$ cat config.mk
export PLATFORM = sky130hd
export DESIGN_NAME = i2cack_top
export DESIGN_NICKNAME = d
export VERILOG_FILES = /design/src/rtl/i2cack_pkg.sv /design/src/rtl/i2cack_match.sv /design/src/rtl/i2cack_track.sv /design/src/rtl/i2cack_drive.sv /design/src/rtl/i2cack_top.sv
export SDC_FILE = /design/constraint.sdc
export NUM_CORES = 1
export LEC_CHECK = 0
export ABC_AREA = 1
export CAP_MARGIN = 20
export CORE_MARGIN = 5
export CORE_UTILIZATION = 25
export CTS_BUF_LIST = sky130_fd_sc_hd__clkbuf_2 sky130_fd_sc_hd__clkbuf_4 sky130_fd_sc_hd__clkbuf_8
export DETAILED_ROUTE_END_ITERATION = 6
export DONT_BUFFER_PORTS = 1
export PLACE_DENSITY = 0.49
export SLEW_MARGIN = 15
export SYNTH_ARGS = -nofsm -noshare
export SYNTH_HDL_FRONTEND = slang
export SYNTH_HIERARCHICAL = 1
export SYNTH_SLANG_ARGS = --single-unit
$ cat constraint.sdc
create_clock -name clk -period 2 [get_ports clk]
set_clock_uncertainty 0.2 [all_clocks]
set_input_delay 0.2 -clock clk [delete_from_list [all_inputs] [get_ports clk]]
set_output_delay 0.2 -clock clk [all_outputs]
set_load 0.05 [all_outputs]
$ cat src/rtl/i2cack_pkg.sv
package i2cack_pkg;
  typedef enum logic [1:0] {
    MODE_IDLE   = 2'b00,
    MODE_MRX    = 2'b01,
    MODE_SRX    = 2'b10,
    MODE_UNADDR = 2'b11
  } mode_e;

  function automatic logic is_slave_side(input logic [1:0] m);
    return m != MODE_MRX;
  endfunction
endpackage

$ cat src/rtl/i2cack_match.sv
module i2cack_match #(
  parameter int ADDR_W = 7
) (
  input  logic [ADDR_W-1:0] addr_field,
  input  logic [ADDR_W-1:0] own_addr,
  input  logic              gc_en,
  output logic              hit
);
  logic own_hit;
  logic gc_hit;

  assign own_hit = (addr_field == own_addr);
  assign gc_hit  = gc_en && (addr_field == '0);
  assign hit     = own_hit || gc_hit;
endmodule

$ cat src/rtl/i2cack_track.sv
module i2cack_track (
  input  logic clk,
  input  logic rst,
  input  logic enable,
  input  logic abort_slave,
  input  logic start_det,
  input  logic stop_det,
  input  logic byte_done,
  input  logic slave_side,
  input  logic addr_hit,
  output logic addr_pending,
  output logic addressed
);
  always_ff @(posedge clk) begin
    if (rst || !enable || abort_slave || stop_det) begin
      addr_pending <= 1'b0;
      addressed    <= 1'b0;
    end else if (start_det) begin
      addr_pending <= 1'b1;
    end else if (byte_done) begin
      addr_pending <= 1'b0;
      if (addr_pending && slave_side)
        addressed <= addr_hit;
    end
  end
endmodule

$ cat src/rtl/i2cack_drive.sv
module i2cack_drive (
  input  logic clk,
  input  logic rst,
  input  logic enable,
  input  logic abort_slave,
  input  logic stop_det,
  input  logic byte_done,
  input  logic scl_fall,
  input  logic ack_now,
  output logic sda_low
);
  always_ff @(posedge clk) begin
    if (rst || !enable || abort_slave || stop_det)
      sda_low <= 1'b0;
    else if (byte_done)
      sda_low <= ack_now;
    else if (scl_fall)
      sda_low <= 1'b0;
  end
endmodule

$ cat src/rtl/i2cack_top.sv
module i2cack_top
  import i2cack_pkg::*;
#(
  parameter int ADDR_W = 7,
  localparam int BYTE_W = ADDR_W + 1
) (
  input  logic              clk,
  input  logic              rst,
  input  logic              enable,
  input  logic              ack_en,
  input  logic              gc_en,
  input  logic [ADDR_W-1:0] own_addr,
  input  logic [1:0]        mode,
  input  logic              start_det,
  input  logic              stop_det,
  input  logic              byte_done,
  input  logic [BYTE_W-1:0] rx_byte,
  input  logic              scl_fall,
  input  logic              recover,
  output logic              sda_low,
  output logic              addressed
);
  logic match_hit;
  logic addr_hit;
  logic addr_pending;
  logic slave_side;
  logic abort_slave;
  logic data_ack;
  logic ack_now;

  assign slave_side  = is_slave_side(mode);
  assign abort_slave = recover && slave_side;

  i2cack_match #(.ADDR_W(ADDR_W)) u_match (
    .addr_field (rx_byte[BYTE_W-1:1]),
    .own_addr   (own_addr),
    .gc_en      (gc_en),
    .hit        (match_hit)
  );

  assign addr_hit = ack_en && match_hit;
  assign data_ack = (mode == MODE_MRX) || ((mode == MODE_SRX) && addressed);
  assign ack_now  = ack_en && (addr_pending ? (slave_side && match_hit) : data_ack);

  i2cack_track u_track (
    .clk          (clk),
    .rst          (rst),
    .enable       (enable),
    .abort_slave  (abort_slave),
    .start_det    (start_det),
    .stop_det     (stop_det),
    .byte_done    (byte_done),
    .slave_side   (slave_side),
    .addr_hit     (addr_hit),
    .addr_pending (addr_pending),
    .addressed    (addressed)
  );

  i2cack_drive u_drive (
    .clk         (clk),
    .rst         (rst),
    .enable      (enable),
    .abort_slave (abort_slave),
    .stop_det    (stop_det),
    .byte_done   (byte_done),
    .scl_fall    (scl_fall),
    .ack_now     (ack_now),
    .sda_low     (sda_low)
  );
endmodule

---- Word level (Yosys, flattened, before mapping) ----
Cells that the tools add are included.
storage, ports and cells
  flip-flop bits (word level) ............. 3
  output and inout bits ................... 2
  logic and storage cells ................. 30
operators by class
  equality and inequality tests ........... 4
  multiplexer cells ....................... 5
  bitwise gates (word level) .............. 1
  reductions and logical operators ........ 17
operators by type and width
  operator              count
  $eq A7 B7 Y1          1
  $logic_and A1 B1 Y1   7
  $logic_not A7 Y1      1
  $logic_or A1 B1 Y1    5
  $mux W1               5
  $reduce_bool A2 Y1    2
  $reduce_and A3 Y1     1
  $eq A2 B1 Y1 const B  1
  $eq A2 B2 Y1 const B  1
  $ne A2 B1 Y1 const B  1
  $logic_not A1 Y1      1
  $not A1 Y1            1

---- Logic depth before layout (Yosys ltp) ----
Gate-level depths: netlist (run 1).
  depth after elaboration ................. 7
  mapped depth ............................ 14

---- Hierarchy ----
Netlist (run 1), hierarchy kept.
by module, submodules not included
  module        times used  cells each  area each (µm²)
  i2cack_match  1           44          176.4
  i2cack_track  1           19          111.4
  i2cack_top    1           16          66.3
  i2cack_drive  1           10          58.8

---- Worst setup path before layout (run 1) ----
Ideal clock, no wire load.
  path kind ............................... register to register
  start ................................... reg u_track.addressed
  end ..................................... reg u_drive.sda_low
  arrival ................................. 1.137 ns
  required time ........................... 1.736 ns
  setup slack ............................. 0.599 ns
  cell stages (with the launch flop) ...... 9
  path through ............................ dfxtp_1 > inv_1 > nor2_1 > nor2_1 > nor2_1 > inv_1 > nand2_1 > nand3_1 > nor2_1
between the ends
  cells in the longest elaborated chain, start to end .. 5
ends and longest elaborated chain
  what                    line                text
  start, declared         i2cack_track.sv:12  output logic addressed
  start signal, assigned  i2cack_track.sv:23  addressed <= addr_hit;
  $logic_and A1 B1 Y1     i2cack_top.sv:42    assign data_ack = (mode == MODE_MRX) || ((mode == MODE_SRX) && addressed);
  $logic_or A1 B1 Y1      i2cack_top.sv:42
  $mux W1                 i2cack_top.sv:43    assign ack_now = ack_en && (addr_pending ? (slave_side && match_hit) : data_ack);
  $logic_and A1 B1 Y1     i2cack_top.sv:43
  via ack_now             i2cack_top.sv:29    logic ack_now;
  $mux W1                 i2cack_drive.sv:15  else if (byte_done)
  end signal, assigned    i2cack_drive.sv:16  sda_low <= ack_now;
  end, declared           i2cack_drive.sv:10  output logic sda_low
The timed path passes the listed nets, and every way through them passes these cells.
A chain may end at the register's enable or synchronous reset.

---- Worst setup path in the final report (run 1) ----
  start ................................... in own_addr[0]
  end ..................................... reg u_drive.sda_low
between the ends
  cells in the longest elaborated chain, start to end .. 6
ends and longest elaborated chain
  what                 line                text
  start, declared      i2cack_top.sv:12    input logic [ADDR_W-1:0] own_addr,
  $eq A7 B7 Y1         i2cack_match.sv:12  assign own_hit = (addr_field == own_addr);
  $logic_or A1 B1 Y1   i2cack_match.sv:14  assign hit = own_hit || gc_hit;
  via match_hit        i2cack_top.sv:23    logic match_hit;
  $logic_and A1 B1 Y1  i2cack_top.sv:43
  $mux W1              i2cack_top.sv:43
  $logic_and A1 B1 Y1  i2cack_top.sv:43
  via ack_now          i2cack_top.sv:29
  $mux W1              i2cack_drive.sv:15
The timed path passes the listed nets, and every way through them passes these cells.

==> results of run 1 <==
[worst register-to-register path: stages, from the launching register on]
cell	delay, ns
dfxtp_1	0.63
a21oi_1	0.12
dlygate4sd3_1	0.57
nor2_1	0.09
[cell type report]
cell class | count | share of cell area [%]
Timing Repair Buffer | 9 | 15.91
Multi-Input combinational cell | 58 | 45.00
Inverter | 28 | 19.09
Tap cell | 16 | 3.636
Clock buffer | 4 | 5.455
Sequential cell | 3 | 10.91
[registers in the layout, summed over array words and instances (netlist names)]
signal                count
u_drive/sda_low           1
u_track/addr_pending      1
u_track/addressed         1
[how the worst min path moves through the flow]
stage	start	to	slack [ns]	cells after the start
global route	byte_done	u_track/addr_pending$_SDFFE_PP0P_	0.03	3
global placement	byte_done	u_drive/sda_low$_SDFFE_PP0P_	0.14	2
detailed placement	byte_done	u_drive/sda_low$_SDFFE_PP0P_	0.14	2
floorplan	byte_done	u_drive/sda_low$_SDFFE_PP0P_	0.13	2
finish	byte_done	u_track/addr_pending$_SDFFE_PP0P_	0.02	3
CTS	byte_done	u_track/addr_pending$_SDFFE_PP0P_	0.02	3
[cell usage in the layout (no fill, tap or decap), drive strengths merged]
| cell | netlist | layout |
|---|---|---|
| a21boi | 1 | 1 |
| a21oi | 3 | 3 |
| buf | 0 | 1 |
| clkbuf | 0 | 4 |
| dfxtp | 3 | 3 |
| dlygate4sd3 | 0 | 8 |
| inv | 28 | 28 |
| nand2 | 34 | 34 |
| nand3 | 4 | 4 |
| nand4 | 1 | 1 |
| nor2 | 13 | 13 |
| nor3 | 1 | 1 |
| o21bai | 1 | 1 |
[layer usage]
| metal | vias up | wire (um) | GRT usage (%) |
|---|---|---|---|
| met2 | 16 | 493 | 14.05 |
| met1 | 192 | 412 | 9.391 |
| li1 | 277 | - | - |
| met4 | 0 | 0 | 1.277 |
| met3 | 0 | 114 | 5.030 |
| met5 | - | 0 | 0 |
[through the flow]
step                cell area [sq um]  std cells  utilization (%)  setup WS, ns  hold WS (ns)
global route                    550.5        118            35.71        0.1726       0.02623
CTS                             550.5        118            35.71        0.2918       0.01553
floorplan                       412.9         89                -        0.5988        0.1317
detailed placement              440.4        106            28.57        0.5980        0.1429
global placement                440.4        106            28.57        0.6026        0.1407
finish                          550.5        118            35.71        0.3195       0.02327
[power by group through the flow]
stage | logic, uW | registers (uW) | clock network [uW]
finish | 54.1 | 62.6 | 120
global route | 63.8 | 62.4 | 141
CTS | 54.3 | 62.6 | 126
detailed placement | 41.6 | 63.5 | 0
global placement | 40.9 | 63.5 | 0
floorplan | 36.5 | 63.4 | 0
[repair_timing]
action | CTS | global route
hold endpoints to repair | 3 | 0
setup endpoints to repair | 0 | 0
hold buffers | 8 | 0
[cells by family (layout without fill, tap and decap cells)]
logic type | Yosys count | in the layout | synth area share [%]
simple gates | 53 | 53 | 52.73
buf+inv | 28 | 41 | 25.45
compound gates | 5 | 5 | 7.273
flops | 3 | 3 | 14.55
==> metrics.yaml, run 1 <==
reg2reg_from: "u_drive/sda_low$_SDFFE_PP0P_"
cp_common_cell: "nand2_1"
swShare_pct: 25.32
dieHeight_um: 50.64
ir_drop_mv: 0.4760
async_flop_share_pct: 0
outcome: "finished, final reports clean"
syn_area_per_cell_sq_um: 4.639
cp_top_family: "simple AND/OR/NAND/NOR gates"
initial_core_util_pct: 26.79
fin_crit_ns: 1.680
worst-path-buf-inv: 3
synth_cell_types: 13
hold_class: "primary input to flop"
finalHoldViolCount: 0
num_antenna_cells: 0
insertion_delay_ns: 0.23
end_kind: "flop"
wl_per_cell_um: 8.644
p_int_uw: 176.5
ff_latch_area_sq_um: 60.06
hpwl_um: 850.4
ios: 29
cp_slowest_cell: "dlygate4sd3_1"
path_clk_slew_ns: 0.04
grt_pass1_wl_um: 1711
max_stage_delay_ns: 0.55
dieWidth_um: 50.64
drt-initial-drc-count: 4
coreArea_sq_mm: 0.001541
yosysTopAreaCellShare_pct: 30.00
nNetsFinal: 130
gp_congestion: 0.7178
cp.required_ns: 1.97
rr_endpoint: "u_drive/sda_low$_SDFFE_PP0P_"
vias: 485
ant_nets: 0
endpoint: "u_drive/sda_low$_SDFFE_PP0P_"
grt_antenna_before_repair: 0
clkPwrFrac_pct: 50.6
grt_max_degree: 5
syn-num-nets: 116
crit_type: "primary input to flop"
via_per_inst: 4.110
cts_buffers: 3
synth_most_common_cell: "nand2_1"
path_cells: "inv_1, nand2_1, nand2_1, nor2_1, nand2_1, o21bai_1, nand2_1, nand2_1, nand2_1, nor2_1, inv_1, nand2_1, nand3_1, dlygate4sd3_1, nor2_1"
ys.flop_type: "dfxtp_1"
io_buffers: 0
rows: 14
power_density_mw_per_mm2: 429.2
cts-root-buf: "clkbuf_4"
arrival_ns: 1.65
dieArea_sq_mm: 0.002564
cp-start-kind: "primary input"
post_cts_buffers: 0
cap_violations: 0
power.leakage_uw: 0.0003348
clockBufferDepth: 2
h-tree-depth: 1
track_usage_pct: 8.452
rr_worst_depth: 3
timing.setup.tns_ns: 0
syn-cell-area_sq_um: 412.9
finalCritPeriodShare_pct: 84.02
ys_seq_area_share_pct: 14.55
fmax_mhz: 595.1
worst_pin_slew_ns: 0.5083
cp.depth: 15
multi_input_area_sq_um: 247.7
crit_fanout: 2
synthTopCellsByArea: "nand2_1 30%, inv_1 25%, dfxtp_1 15%, nor2_1 9.1%, nand3_1 4.8%"
ys_warn_count: 6
regToRegSetupSlack_ns: 0.32
p_seq_share_pct: 26.5
routed_wl_um: 1020
synth_seq_cells: 3
rsz0062_at_grt: "false"
postSynthCellCount: 89
grt_pass1_vias: 455
fillers: 189
finalSetupViolCount: 0
power.switching_uw: 59.82
ctsResizeCount: 0
yosys-top-cells-count: "33 x nand2_1, 27 x inv_1, 10 x nor2_1, 4 x nand3_1"
total_power_uw: 236.3
area_delta_synth_final_pct: 33.33
layout-drive-gt1-share_pct: 9.804
synth_edf_count: 0
cts_tree: "done"
drt_pass1_iterations: 4
grt_overflow: 0
drv_slew: 0
comb_power_share_pct: 22.9
drc_errors: 0
max_slew_margin_pct: 66.07
yosysTopAreaCell: "nand2_1"
critical_path.startpoint: "own_addr[0]"
cts_sinks: 3
Note: power is estimated with default switching activity, not from simulation.
==> run 2: changes to the inputs <==
Clock period 2 ns to 1.8 ns, I/O delays scaled along.
==> metrics.yaml, run 2 (synthesis results as in run 1) <==
path_clk_slew_ns: 0.04  # about the same
initial_core_util_pct: 26.79  # unchanged
drv_slew: 0  # unchanged
holdCritStartpoint: "ack_en"
reg2reg_from: "u_track/addressed$_SDFFE_PP0P_"
gp_congestion: 0.7239  # +0.85%
power.leakage_uw: 0.0003579  # +6.9%
final_common_cell: "nand2_1"
endpoint: "u_track/addressed$_SDFFE_PP0P_"
io_buffers: 0  # unchanged
worst_pin_slew_ns: 0.2472  # -0.2610 ns
area_delta_synth_final_pct: 38.18
grt_pass1_wl_um: 1738  # +1.6%
finalCritPeriodShare_pct: 93.75
drt_pass1_iterations: 4  # unchanged
max_slew_margin_pct: 83.37  # +17 points
layout-drive-gt1-share_pct: 10.58  # +0.77 points
grt_max_degree: 5  # unchanged
grt_overflow: 0  # unchanged
power_density_mw_per_mm2: 478.8  # +12%
dieWidth_um: 50.64  # unchanged
drt-initial-drc-count: 2  # -2
outcome: "finished, final reports clean"
highest_layer: "met3"
clockBufferDepth: 2  # unchanged
crit_type: "primary input to flop"
coreArea_sq_mm: 0.001541  # unchanged
cp_top_family: "buffers and inverters"
grt_pass1_vias: 467  # +2.6%
cp.required_ns: 1.72  # -0.25 ns
regToRegSetupSlack_ns: 0.25  # -0.07 ns
routed_wl_um: 1101  # +7.9%
nNetsFinal: 132  # +1.5%
cp_slowest_cell: "dlygate4sd3_1"
cap_violations: 0  # unchanged
wl_met3_um: 106  # -7.0%
grt_antenna_before_repair: 0  # unchanged
cts_buffers: 3  # unchanged
dieHeight_um: 50.64  # unchanged
h-tree-depth: 1  # unchanged
crit_fanout: 2  # unchanged
ios: 29  # unchanged
cts_sinks: 3  # unchanged
vias: 508  # +4.7%
fmax_mhz: 592.6
dieArea_sq_mm: 0.002564  # unchanged
cts-root-buf: "clkbuf_4"
drc_errors: 0  # unchanged
num_antenna_cells: 0  # unchanged
fillers: 171  # -9.5%
timing.setup.tns_ns: 0  # unchanged
cp-start-kind: "primary input"
top_regs: "u_drive/sda_low: 1 flops, u_track/addr_pending: 1 flops, u_track/addressed: 1 flops"
cp.depth: 6  # -9
critical_path.startpoint: "start_det"
route.met2.wl_um: 550  # +12%
rr_endpoint: "u_track/addressed$_SDFFE_PP0P_"
rsz0062_at_grt: "false"
post_cts_buffers: 0  # unchanged
via_per_inst: 4.233  # +3.0%
fin_util_pct: 37.01  # +1.3 points
hpwl_um: 855.4  # +0.59%
end_kind: "flop"
path_cells: "dlygate4sd3_1, nor2_2, nand3_1, nand2_1, nor2_1, dlygate4sd3_1"
track_usage_pct: 8.701  # +0.25 points
finalSetupViolCount: 0  # unchanged
max_stage_delay_ns: 0.57  # +0.02 ns
ir_drop_mv: 0.5351  # +12%
ant_nets: 0  # unchanged
finalHoldViolCount: 0  # unchanged
rr_worst_depth: 4  # +1
met1_length_um: 444  # +7.8%
wl_per_cell_um: 9.175  # +6.1%
fin_crit_ns: 1.687
insertion_delay_ns: 0.24  # about the same
rows: 14  # unchanged
cp_common_cell: "dlygate4sd3_1"
arrival_ns: 1.61  # -0.04 ns
cts_tree: "done"
worst-path-buf-inv: 2  # -1
mostFrequentLayoutCells: "33 x nand2_1, 27 x inv_1, 10 x nor2_1, 8 x dlygate4sd3_1"
hold_class: "primary input to flop"
## run 2: cell count changes in the layout (fill, tap and decap cells not counted), sizes merged
cell          before  now
buf                1    2
dlymetal6s4s       0    1
## run 2: final cells by class
class | count | area [sq um] | share of cell area [%]
inverter | 28 | 105.1 | 18.42
timing repair buffer | 11 | 107.6 | 18.86
tap | 16 | 20.02 | 3.509
multi-input combinational | 58 | 247.7 | 43.42
clock buffer | 4 | 30.03 | 5.263
sequential | 3 | 60.06 | 10.53
## run 2: per-stage QoR
stage	setup slack (ns)	hold slack [ns]	area, sq um	power [uW]	cells
floorplan	0.3988	0.1117	412.9	111.0	89
global placement	0.4222	0.1220	447.9	116.5	107
detailed placement	0.4176	0.1263	447.9	117.5	107
CTS	0.1029	0.1481	568.0	277.4	120
global route	0.04351	0.1053	570.5	301.4	120
finish	0.1125	0.06070	570.5	273.2	120
## run 2: where the power goes
part	total, uW	internal, uW	leakage [uW]	switching (uW)
clock network	141	98.6	0.0000184	42.2
registers	68.2	67.6	0.0000242	0.627
logic	64.1	31.8	0.000315	32.3
## run 2: layer usage
metal  up-vias  GRT usage [%]
met2        18          14.26
met5         -              0
met4         0          2.553
li1        282              -
met3         0          4.734
met1       208          9.599
## run 2: timing repair
action | CTS | global route
hold endpoints to repair | 3 | 1
hold buffers | 9 | 1
gates resized for setup | 0 | 1
setup endpoints to repair | 0 | 2
## run 2: worst min-delay path by stage
stage,endpoint,slack (ns),cells past startpoint
3_5_place_dp,u_drive/sda_low$_SDFFE_PP0P_,0.13,2
5_1_grt,u_drive/sda_low$_SDFFE_PP0P_,0.11,6
6_report,u_drive/sda_low$_SDFFE_PP0P_,0.06,6
4_1_cts,u_track/addr_pending$_SDFFE_PP0P_,0.15,4
2_1_floorplan,u_drive/sda_low$_SDFFE_PP0P_,0.11,2
3_3_place_gp,u_drive/sda_low$_SDFFE_PP0P_,0.12,2
## run 2: worst reg2reg max path: stages (launching register included)
cell           delay [ns]
dfxtp_1              0.30
buf_4                0.19
a21oi_1              0.12
nor2_1               0.06
dlygate4sd3_1        0.56
==> run 3: changes to the inputs <==
Settings changed: ABC_AREA 1 to not set, CORE_AREA set to 5 5 42 44, CORE_MARGIN 5 to not set, CORE_UTILIZATION 25 to not set, DIE_AREA set to 0 0 47 49, PLACE_DENSITY 0.49 to 0.47.
==> metrics.yaml, run 3 <==
synth_seq_cells: 3  # unchanged
cp_common_cell: "dlygate4sd3_1"
ff_latch_area_sq_um: 60.06  # unchanged
drv_slew: 0  # unchanged
grt_max_degree: 7  # +2
cts_hold_buf: 7  # -2
ir_drop_mv: 0.2587  # -52%
grt_overflow: 0  # unchanged
grt_antenna_before_repair: 0  # unchanged
dp.cells: 52  # -51%
routed_wl_um: 794  # -28%
end_kind: "flop"
final_common_cell: "dlygate4sd3_1"
finalSetupViolCount: 0  # unchanged
via_per_inst: 4.984  # +18%
ys_seq_area_share_pct: 19.43  # +4.9 points
ys_warn_count: 6  # unchanged
initial_core_util_pct: 22.05  # -4.7 points
async_flop_share_pct: 0  # unchanged
yosysTopAreaCell: "dfxtp_1"
area_delta_synth_final_pct: 43.72
rows: 14  # unchanged
max_slew_margin_pct: 78.69  # -4.7 points
nNetsFinal: 75  # -43%
holdCritStartpoint: "ack_en"
max_stage_delay_ns: 0.56  # about the same
mostFrequentLayoutCells: "7 x dlygate4sd3_1, 4 x clkbuf_4, 4 x xnor2_1, 3 x dfxtp_1, 3 x xor2_1"
vias: 314  # -38%
power.leakage_uw: 0.0001751  # -51%
highest_layer: "met4"
dieWidth_um: 47  # -7.2%
met1_length_um: 232  # -48%
cp_slowest_cell: "dlygate4sd3_1"
hold_class: "primary input to flop"
synth_edf_count: 0  # unchanged
power_density_mw_per_mm2: 553.9  # +16%
rsz0062_at_grt: "false"
cts-root-buf: "clkbuf_4"
grt_pass1_wl_um: 1035  # -40%
synth_cell_types: 24  # +11
coreArea_sq_mm: 0.001401  # -9.1%
total_power_uw: 246.0  # -9.9%
syn-cell-area_sq_um: 309.0  # -25%
drt_pass1_iterations: 1  # -3
synth-simple-area-share_pct: 42.91  # -9.8 points
route.met2.wl_um: 383  # -30%
gp_congestion: 0.6528  # -9.8%
drc_errors: 0  # unchanged
cts_sinks: 3  # unchanged
wl_per_cell_um: 12.60  # +37%
top_regs: "u_drive/sda_low: 1 flops, u_track/addr_pending: 1 flops, u_track/addressed: 1 flops"
fillers: 160  # -6.4%
syn-num-nets: 61  # -47%
worst-path-buf-inv: 2  # unchanged
cap_violations: 0  # unchanged
stdcell_count: 63  # -48%
fmax_mhz: 680.5  # +15%
violations: "negative hold slack"
crit_type: "primary input to flop"
dieHeight_um: 49  # -3.2%
crit_fanout: 2  # unchanged
cts_buffers: 3  # unchanged
place_area_sq_um: 344.1  # -23%
post_cts_buffers: 0  # unchanged
insertion_delay_ns: 0.24  # about the same
synth_most_common_cell: "xnor2_1"
ys.flop_type: "dfxtp_1"
syn_area_per_cell_sq_um: 9.090  # +96%
reg2reg_from: "u_track/addr_pending$_SDFFE_PP0P_"
yosysTopAreaCellShare_pct: 19.43  # -11 points
outcome: "finished, violations left"
path_clk_slew_ns: 0.04  # about the same
rr_worst_depth: 4  # unchanged
grt_pass1_vias: 303  # -35%
cp.required_ns: 1.74  # +0.02 ns
timing.setup.tns_ns: 0  # unchanged
critical_path.startpoint: "start_det"
fin_crit_ns: 1.470  # -0.2179 ns
ctsResizeCount: 0  # unchanged
synth_compound_area_share_pct: 13.36  # +6.1 points
hold_depth: 3  # -3
layout-drive-gt1-share_pct: 21.28  # +11 points
arrival_ns: 1.41  # -0.20 ns
dieArea_sq_mm: 0.002303  # -10%
synthTopCellsByArea: "dfxtp_1 19%, xnor2_1 11%, xor2_1 8.5%, o41ai_2 5.3%, or4b_4 4.5%"
synth_top_family_by_area: "simple AND/OR/NAND/NOR gates"
ios: 29  # unchanged
whs_ns: -0.0007243  # -0.06143 ns
num_antenna_cells: 0  # unchanged
wl_met3_um: 160  # +51%
finalCritPeriodShare_pct: 81.64  # -12 points
postSynthCellCount: 34  # -62%
cts_tree: "done"
ant_nets: 0  # unchanged
cp-start-kind: "primary input"
cp_top_family: "buffers and inverters"
drt-initial-drc-count: 0  # -2
yosys.area_share.adder_pct: 0  # unchanged
finalHoldViolCount: 1  # +1
yosys-top-cells-count: "4 x xnor2_1, 3 x dfxtp_1, 3 x xor2_1"
synthXorXnorAreaFrac_pct: 19.84  # +20 points
worst_pin_slew_ns: 0.3163  # +0.06900 ns
muxShareOfSynthArea_pct: 3.239  # +3.2 points
io_buffers: 0  # unchanged
path_cells: "dlygate4sd3_1, a21oi_1, dlygate4sd3_1, nor2_1"
hpwl_um: 668.9  # -22%
track_usage_pct: 6.395  # -2.3 points
multi_input_area_sq_um: 245.2  # -1.0%
design_area_sq_um: 444.2  # -22%
cp.depth: 4  # -2
h-tree-depth: 1  # unchanged
clockBufferDepth: 2  # unchanged
[run 3: cell types whose count changed after synthesis, sizes merged, moves of 2 or more]
cell / change
nand2: -32
inv: -27
nor2: -11
nand3: -4
xnor2: +4
xor2: +3
and2: +2
or4b: +2
[run 3: kinds of logic (layout without fill, tap and decap cells)]
kind of cell / Yosys count / after routing
buffers and inverters: 1 / 14
AO/OA/AOI/OAI: 4 / 4
flip-flops: 3 / 3
multiplexers: 1 / 1
XOR/XNOR: 7 / 7
AND/OR/NAND/NOR: 18 / 18
[run 3: routing by layer]
layer / GRT usage [%] / up-vias
met5: 0 / -
met4: 5.530 / 0
met3: 1.476 / 2
met2: 11.54 / 25
met1: 5.240 / 134
li1: - / 153
[run 3: area by class of cell]
type / count / share of cell area (%)
Clock buffer: 4 / 6.761
Inverter: 1 / 0.8451
Multi-Input combinational cell: 30 / 55.21
Sequential cell: 3 / 13.52
Tap cell: 16 / 4.507
Timing Repair Buffer: 9 / 19.15
[run 3: where the power goes]
group	total, uW	switching [uW]	internal [uW]
Clock	138	39.1	98.4
Combinational	40.5	12.9	27.6
Sequential	68.0	0.660	67.4
[run 3: final timing paths]
check,endpoint,slack (ns)
worst max-delay path,u_track/addr_pending$_SDFFE_PP0P_,0.33
worst min-delay path,u_drive/sda_low$_SDFFE_PP0P_,-0.0007
worst max register to register,u_drive/sda_low$_SDFFE_PP0P_,0.37
worst min register to register,u_drive/sda_low$_SDFFE_PP0P_,0.38
[run 3: tightest hold or removal path, cell delays in order]
cell	delay (ns)
o41a_1	0.09
nand2_1	0.07
a21oi_2	0.05
[run 3: metrics by stage]
step / setup WS (ns) / hold WS (ns) / utilization [%]
floorplan: 0.2894 / 0.09743 / -
global placement: 0.2622 / 0.1118 / 24.55
detailed placement: 0.2298 / 0.1088 / 24.55
CTS: 0.3333 / 0.01176 / 31.70
global route: 0.3012 / 0.008188 / 31.70
finish: 0.3305 / -0.0007243 / 31.70
